===== src/rtl/ret_pkg.sv =====
package ret_pkg;
  localparam int unsigned XLEN    = 32;
  localparam int unsigned S_BIT   = 18;
  localparam int unsigned ILC_LO  = 19;
  localparam int unsigned ILC_HI  = 20;
  localparam int unsigned L_BIT   = 15;
  localparam int unsigned ILC_W   = ILC_HI - ILC_LO + 1;

  typedef struct packed {
    logic sup;
    logic lock;
  } priv_flags_t;
endpackage


===== src/rtl/ret_decode.sv =====
module ret_decode #(
  parameter int unsigned OPC_W    = 6,
  parameter int unsigned REG_W    = 4,
  parameter logic [OPC_W-1:0] MOVD_OPC = 6'h26,
  parameter int unsigned PC_IDX   = 0,
  parameter int unsigned SR_IDX   = 1
) (
  input  logic             valid_i,
  input  logic [OPC_W-1:0] opcode_i,
  input  logic [REG_W-1:0] dst_sel_i,
  input  logic [REG_W-1:0] src_sel_i,
  output logic             ret_any_o,
  output logic             ret_ok_o,
  output logic             ret_bad_o
);
  localparam logic [REG_W-1:0] PC_SEL = REG_W'(PC_IDX);
  localparam logic [REG_W-1:0] SR_SEL = REG_W'(SR_IDX);

  logic src_rsvd;

  always_comb begin
    ret_any_o = valid_i && (opcode_i == MOVD_OPC) && (dst_sel_i == PC_SEL);
    src_rsvd  = (src_sel_i == PC_SEL) || (src_sel_i == SR_SEL);
    ret_bad_o = ret_any_o && src_rsvd;
    ret_ok_o  = ret_any_o && !src_rsvd;
  end
endmodule


===== src/rtl/ret_status_build.sv =====
module ret_status_build
  import ret_pkg::*;
(
  input  logic [XLEN-1:0] pc_word_i,
  input  logic [XLEN-1:0] sr_word_i,
  output logic [XLEN-1:0] pc_new_o,
  output logic [XLEN-1:0] sr_new_o,
  output priv_flags_t     new_flags_o
);
  always_comb begin
    pc_new_o                = {pc_word_i[XLEN-1:1], 1'b0};
    sr_new_o                = sr_word_i;
    sr_new_o[ILC_HI:ILC_LO] = '0;
    sr_new_o[S_BIT]         = pc_word_i[0];
    new_flags_o.sup         = pc_word_i[0];
    new_flags_o.lock        = sr_word_i[L_BIT];
  end
endmodule


===== src/rtl/ret_priv_check.sv =====
module ret_priv_check
  import ret_pkg::*;
(
  input  priv_flags_t old_flags_i,
  input  priv_flags_t new_flags_i,
  output logic        trap_o
);
  logic sup_raise, lock_raise;

  always_comb begin
    sup_raise  = !old_flags_i.sup && new_flags_i.sup;
    // lock may only be raised while staying in or entering supervisor
    lock_raise = !new_flags_i.sup && !old_flags_i.lock && new_flags_i.lock;
    trap_o     = sup_raise || lock_raise;
  end
endmodule


===== src/rtl/ret_restore_unit.sv =====
module ret_restore_unit
  import ret_pkg::*;
#(
  parameter int unsigned OPC_W    = 6,
  parameter int unsigned REG_W    = 4,
  parameter logic [OPC_W-1:0] MOVD_OPC = 6'h26,
  parameter int unsigned PC_IDX   = 0,
  parameter int unsigned SR_IDX   = 1
) (
  input  logic             clk_i,
  input  logic             rst_ni,
  input  logic             valid_i,
  input  logic [OPC_W-1:0] opcode_i,
  input  logic [REG_W-1:0] dst_sel_i,
  input  logic [REG_W-1:0] src_sel_i,
  input  logic [XLEN-1:0]  pc_word_i,
  input  logic [XLEN-1:0]  sr_word_i,
  input  logic [XLEN-1:0]  cur_sr_i,
  output logic [XLEN-1:0]  pc_o,
  output logic [XLEN-1:0]  sr_o,
  output logic             priv_trap_o,
  output logic             illegal_o,
  output logic             done_o
);
  logic            ret_any, ret_ok, ret_bad, trap;
  logic [XLEN-1:0] pc_new, sr_new;
  priv_flags_t     new_flags, old_flags;

  assign old_flags.sup  = cur_sr_i[S_BIT];
  assign old_flags.lock = cur_sr_i[L_BIT];

  ret_decode #(
    .OPC_W(OPC_W), .REG_W(REG_W), .MOVD_OPC(MOVD_OPC),
    .PC_IDX(PC_IDX), .SR_IDX(SR_IDX)
  ) u_dec (
    .valid_i  (valid_i),
    .opcode_i (opcode_i),
    .dst_sel_i(dst_sel_i),
    .src_sel_i(src_sel_i),
    .ret_any_o(ret_any),
    .ret_ok_o (ret_ok),
    .ret_bad_o(ret_bad)
  );

  ret_status_build u_build (
    .pc_word_i  (pc_word_i),
    .sr_word_i  (sr_word_i),
    .pc_new_o   (pc_new),
    .sr_new_o   (sr_new),
    .new_flags_o(new_flags)
  );

  ret_priv_check u_priv (
    .old_flags_i(old_flags),
    .new_flags_i(new_flags),
    .trap_o     (trap)
  );

  always_ff @(posedge clk_i or negedge rst_ni) begin
    if (!rst_ni) begin
      pc_o        <= '0;
      sr_o        <= '0;
      priv_trap_o <= 1'b0;
      illegal_o   <= 1'b0;
      done_o      <= 1'b0;
    end else begin
      done_o      <= ret_any;
      illegal_o   <= ret_bad;
      priv_trap_o <= ret_ok && trap;
      if (ret_ok) begin
        pc_o <= pc_new;
        sr_o <= sr_new;
      end
    end
  end
endmodule


===== config.mk =====
export PLATFORM = sky130hd
export DESIGN_NAME = ret_restore_unit
export DESIGN_NICKNAME = d
export VERILOG_FILES = /design/src/rtl/ret_pkg.sv /design/src/rtl/ret_decode.sv /design/src/rtl/ret_status_build.sv /design/src/rtl/ret_priv_check.sv /design/src/rtl/ret_restore_unit.sv
export SDC_FILE = /design/constraint.sdc
export NUM_CORES = 1
export LEC_CHECK = 0
export BUFFER_PORTS_ARGS = -buffer_cell sky130_fd_sc_hd__buf_2
export CAP_MARGIN = 20
export CORE_ASPECT_RATIO = 1.5
export CORE_MARGIN = 5
export CORE_UTILIZATION = 35
export DETAILED_ROUTE_END_ITERATION = 10
export PLACE_DENSITY = 0.68
export REMOVE_ABC_BUFFERS = 1
export SKIP_CTS_REPAIR_TIMING = 1
export SLEW_MARGIN = 30
export SYNTH_ARGS = -nofsm -noshare
export SYNTH_HDL_FRONTEND = slang
export SYNTH_HIERARCHICAL = 1
export SYNTH_SLANG_ARGS = --single-unit

===== constraint.sdc =====
create_clock -name clk_i -period 0.8 [get_ports clk_i]
set_input_delay 0.04 -clock clk_i [delete_from_list [all_inputs] [get_ports clk_i]]
set_output_delay 0.04 -clock clk_i [all_outputs]
set_load 0.02 [all_outputs]

==> run metrics <==
Longest Clk Path Bufs 2; Worst-path clk slew 0.05 ns; post-route ant nets 0; Register Area 1680 µm²; total wire length 8860 µm; Crit. End Element flip-flop; site row count 43; Root Driver clkbuf_16; Max FO, Critical Path 8; H-tree depth 3; fin crit share 184%; met3 Use GR 4.05%; CTS tree built; final RePlAce weighted congestion 0.722; largest net degree at the start of global routing 36; final worst path period need 1.47 ns; register area share after synthesis 51.6%; Buffers on Ports 145; WP depth 6; top post-synthesis cells by area dfrtp_1 (52%), mux2_4 (23%), buf_4 (15%); fmax 680 MHz; final worst slack -0.672 ns; first-pass GRT wire length 10,200 µm; number of global-route vias before repair 2,126; antenna violations before repair 1; Syn Std Cell Area 3250 µm²; initial core utilization 35.5%; Slowest-stage cell, CP or4bb_4; Final Setup Violations 133; most frequent cells in the layout buf_6 (75), buf_2 (75), dfrtp_1 (67); gr ovfl total 0; RSZ-0062 raised after global routing true; Worst setup SP type input port; R2R depth 2; failing checks setup timing; Top delay family on crit path simple AND/OR/NAND/NOR gates; total area of multi-input combinational cells 1050 µm²; final hold violations 0; top-area cell type share of the netlist area 51.6%; clock latency on the worst-skew pair 0.32 ns; GR Util met1 13.8%; Slew Limit Fails 0; arrival time worst endpoint 1.67 ns; GR peak layer met2; CTS sink cnt 67; Mapped Cells 215; via count 2,263; worst-path cell chain buf_6, or4bb_4, nor4_4, buf_6, clkbuf_16, mux2_4; buffers plus inverters on the worst setup path 3; CORE AREA 9150 µm²; total CTS buffers 9; Total GRT Usage 12.0%; met2 Usage GRT 19.9%; Clock Skews 0 ns; full die area 11,300 µm²; Synth cell types 16; cell mode on critical path buf_6; DP HPWL 5200 µm; status finished with violations; die height 128 µm; Total Nets Final 527; max_cap viols 0; Syn-to-layout area delta 69.7%; Mean Syn Cell Area 15.1 µm²; required time of the critical path 1.00 ns; Pwr per Cell Area 1560 nW/µm²; total design power 0.00858 W; layout cells sized above 1 67.1%; layout filler cell count 688; flop and latch count out of synthesis 67; Top Ports 180; Leakage 2.83 nW; First-pass DRT Iterations 4; drt initial violations 21; Post-route DRC 0; worst stage delay on the critical path 0.55 ns; worst hold path class input port to flip-flop; Wirelength per Cell 16.6 µm; critical path type input port to flip-flop; peak supply drop 0.00103 V; total number of yosys warnings 6; Hold Crit Depth 3; Via density 4.25; Setup TNS Final -46.51 ns; cell taking the most area after synthesis dfrtp_1; Die X-Extent 88.6 µm
-- flip-flops by register name, summed over array words and instances, names as in the netlist --
| register | flops |
|---|---|
| done_o | 1 |
| illegal_o | 1 |
| pc_o | 32 |
| priv_trap_o | 1 |
| sr_o | 32 |
-- power by group --
group | internal (W) | leakage, nW | switching [W]
registers | 0.00344 | 0.934 | 0.0000348
logic | 0.000545 | 1.73 | 0.000295
clock network | 0.00289 | 0.159 | 0.00138
total | 0.00687 | 2.83 | 0.00171
-- cell usage after synthesis --
library cell and number:
dfrtp_1 67, buf_4 66, mux2_4 49, mux2_2 15, buf_6 6, nor3_1 2, and2_1 1, buf_2 1
conb_1 1, mux2i_1 1, nand2b_1 1, nor4_2 1, nor4b_2 1, or3b_2 1, or4b_4 1, or4bb_1 1
-- worst paths after layout --
path,from,end,slack (ns)
min reg2reg,pc_o[24]$_DFFE_PN0P_,pc_o[24]$_DFFE_PN0P_,0.54
max reg2reg,pc_o[28]$_DFFE_PN0P_,pc_o[28]$_DFFE_PN0P_,-0.13
min,cur_sr_i[18],priv_trap_o$_DFF_PN0_,0.04
min in group asynchronous,rst_ni,sr_o[19]$_DFFE_PN0P_,0.26
max in group asynchronous,rst_ni,pc_o[22]$_DFFE_PN0P_,0.34
max,opcode_i[4],pc_o[4]$_DFFE_PN0P_,-0.67
-- area by class of cell --
cell class,count,share of cell area (%)
antenna,1,0.0454
clock buffer,12,4.65
clock inverter,4,1.32
multi-input combinational,77,19.1
sequential,67,30.4
tap,112,2.54
timing repair buffer,259,41.9
-- cells by family after synthesis --
group	after synthesis	share of synthesized area (%)
DFF	67	51.6
buffers and inverters	73	17.5
and+or+nand+nor	9	2.58
other	1	0.115
muxes	65	28.2
-- metrics by stage --
step           std cells  worst slack (ns)  hold slack [ns]  instance area, µm²  util [%]
2_1_floorplan        144             -5.76           -0.256                2690         -
6_report             532            -0.672           0.0373                5510      60.3
3_5_place_dp         413             -1.10           0.0626                3710      40.6
3_3_place_gp         413             -1.07           0.0480                3710      40.6
5_1_grt              532            -0.685           0.0296                5510      60.3
4_1_cts              429            -0.738           -0.296                4040      44.2
-- worst min-delay path, delay by kind of cell --
kind / cells / cell delay, ns
simple gates: 1 / 0.13
buf+inv: 1 / 0.08
mux: 1 / 0.07
-- per-layer routing --
layer  wire, µm  part of all wire, %  vias up
met5          0                    0        -
met4        176                  2.0        0
met1       3260                   37     1103
met2       4900                   55       93
met3        520                  5.9       13
li1           -                    -     1054
Note: power is estimated with default switching activity, not from simulation.
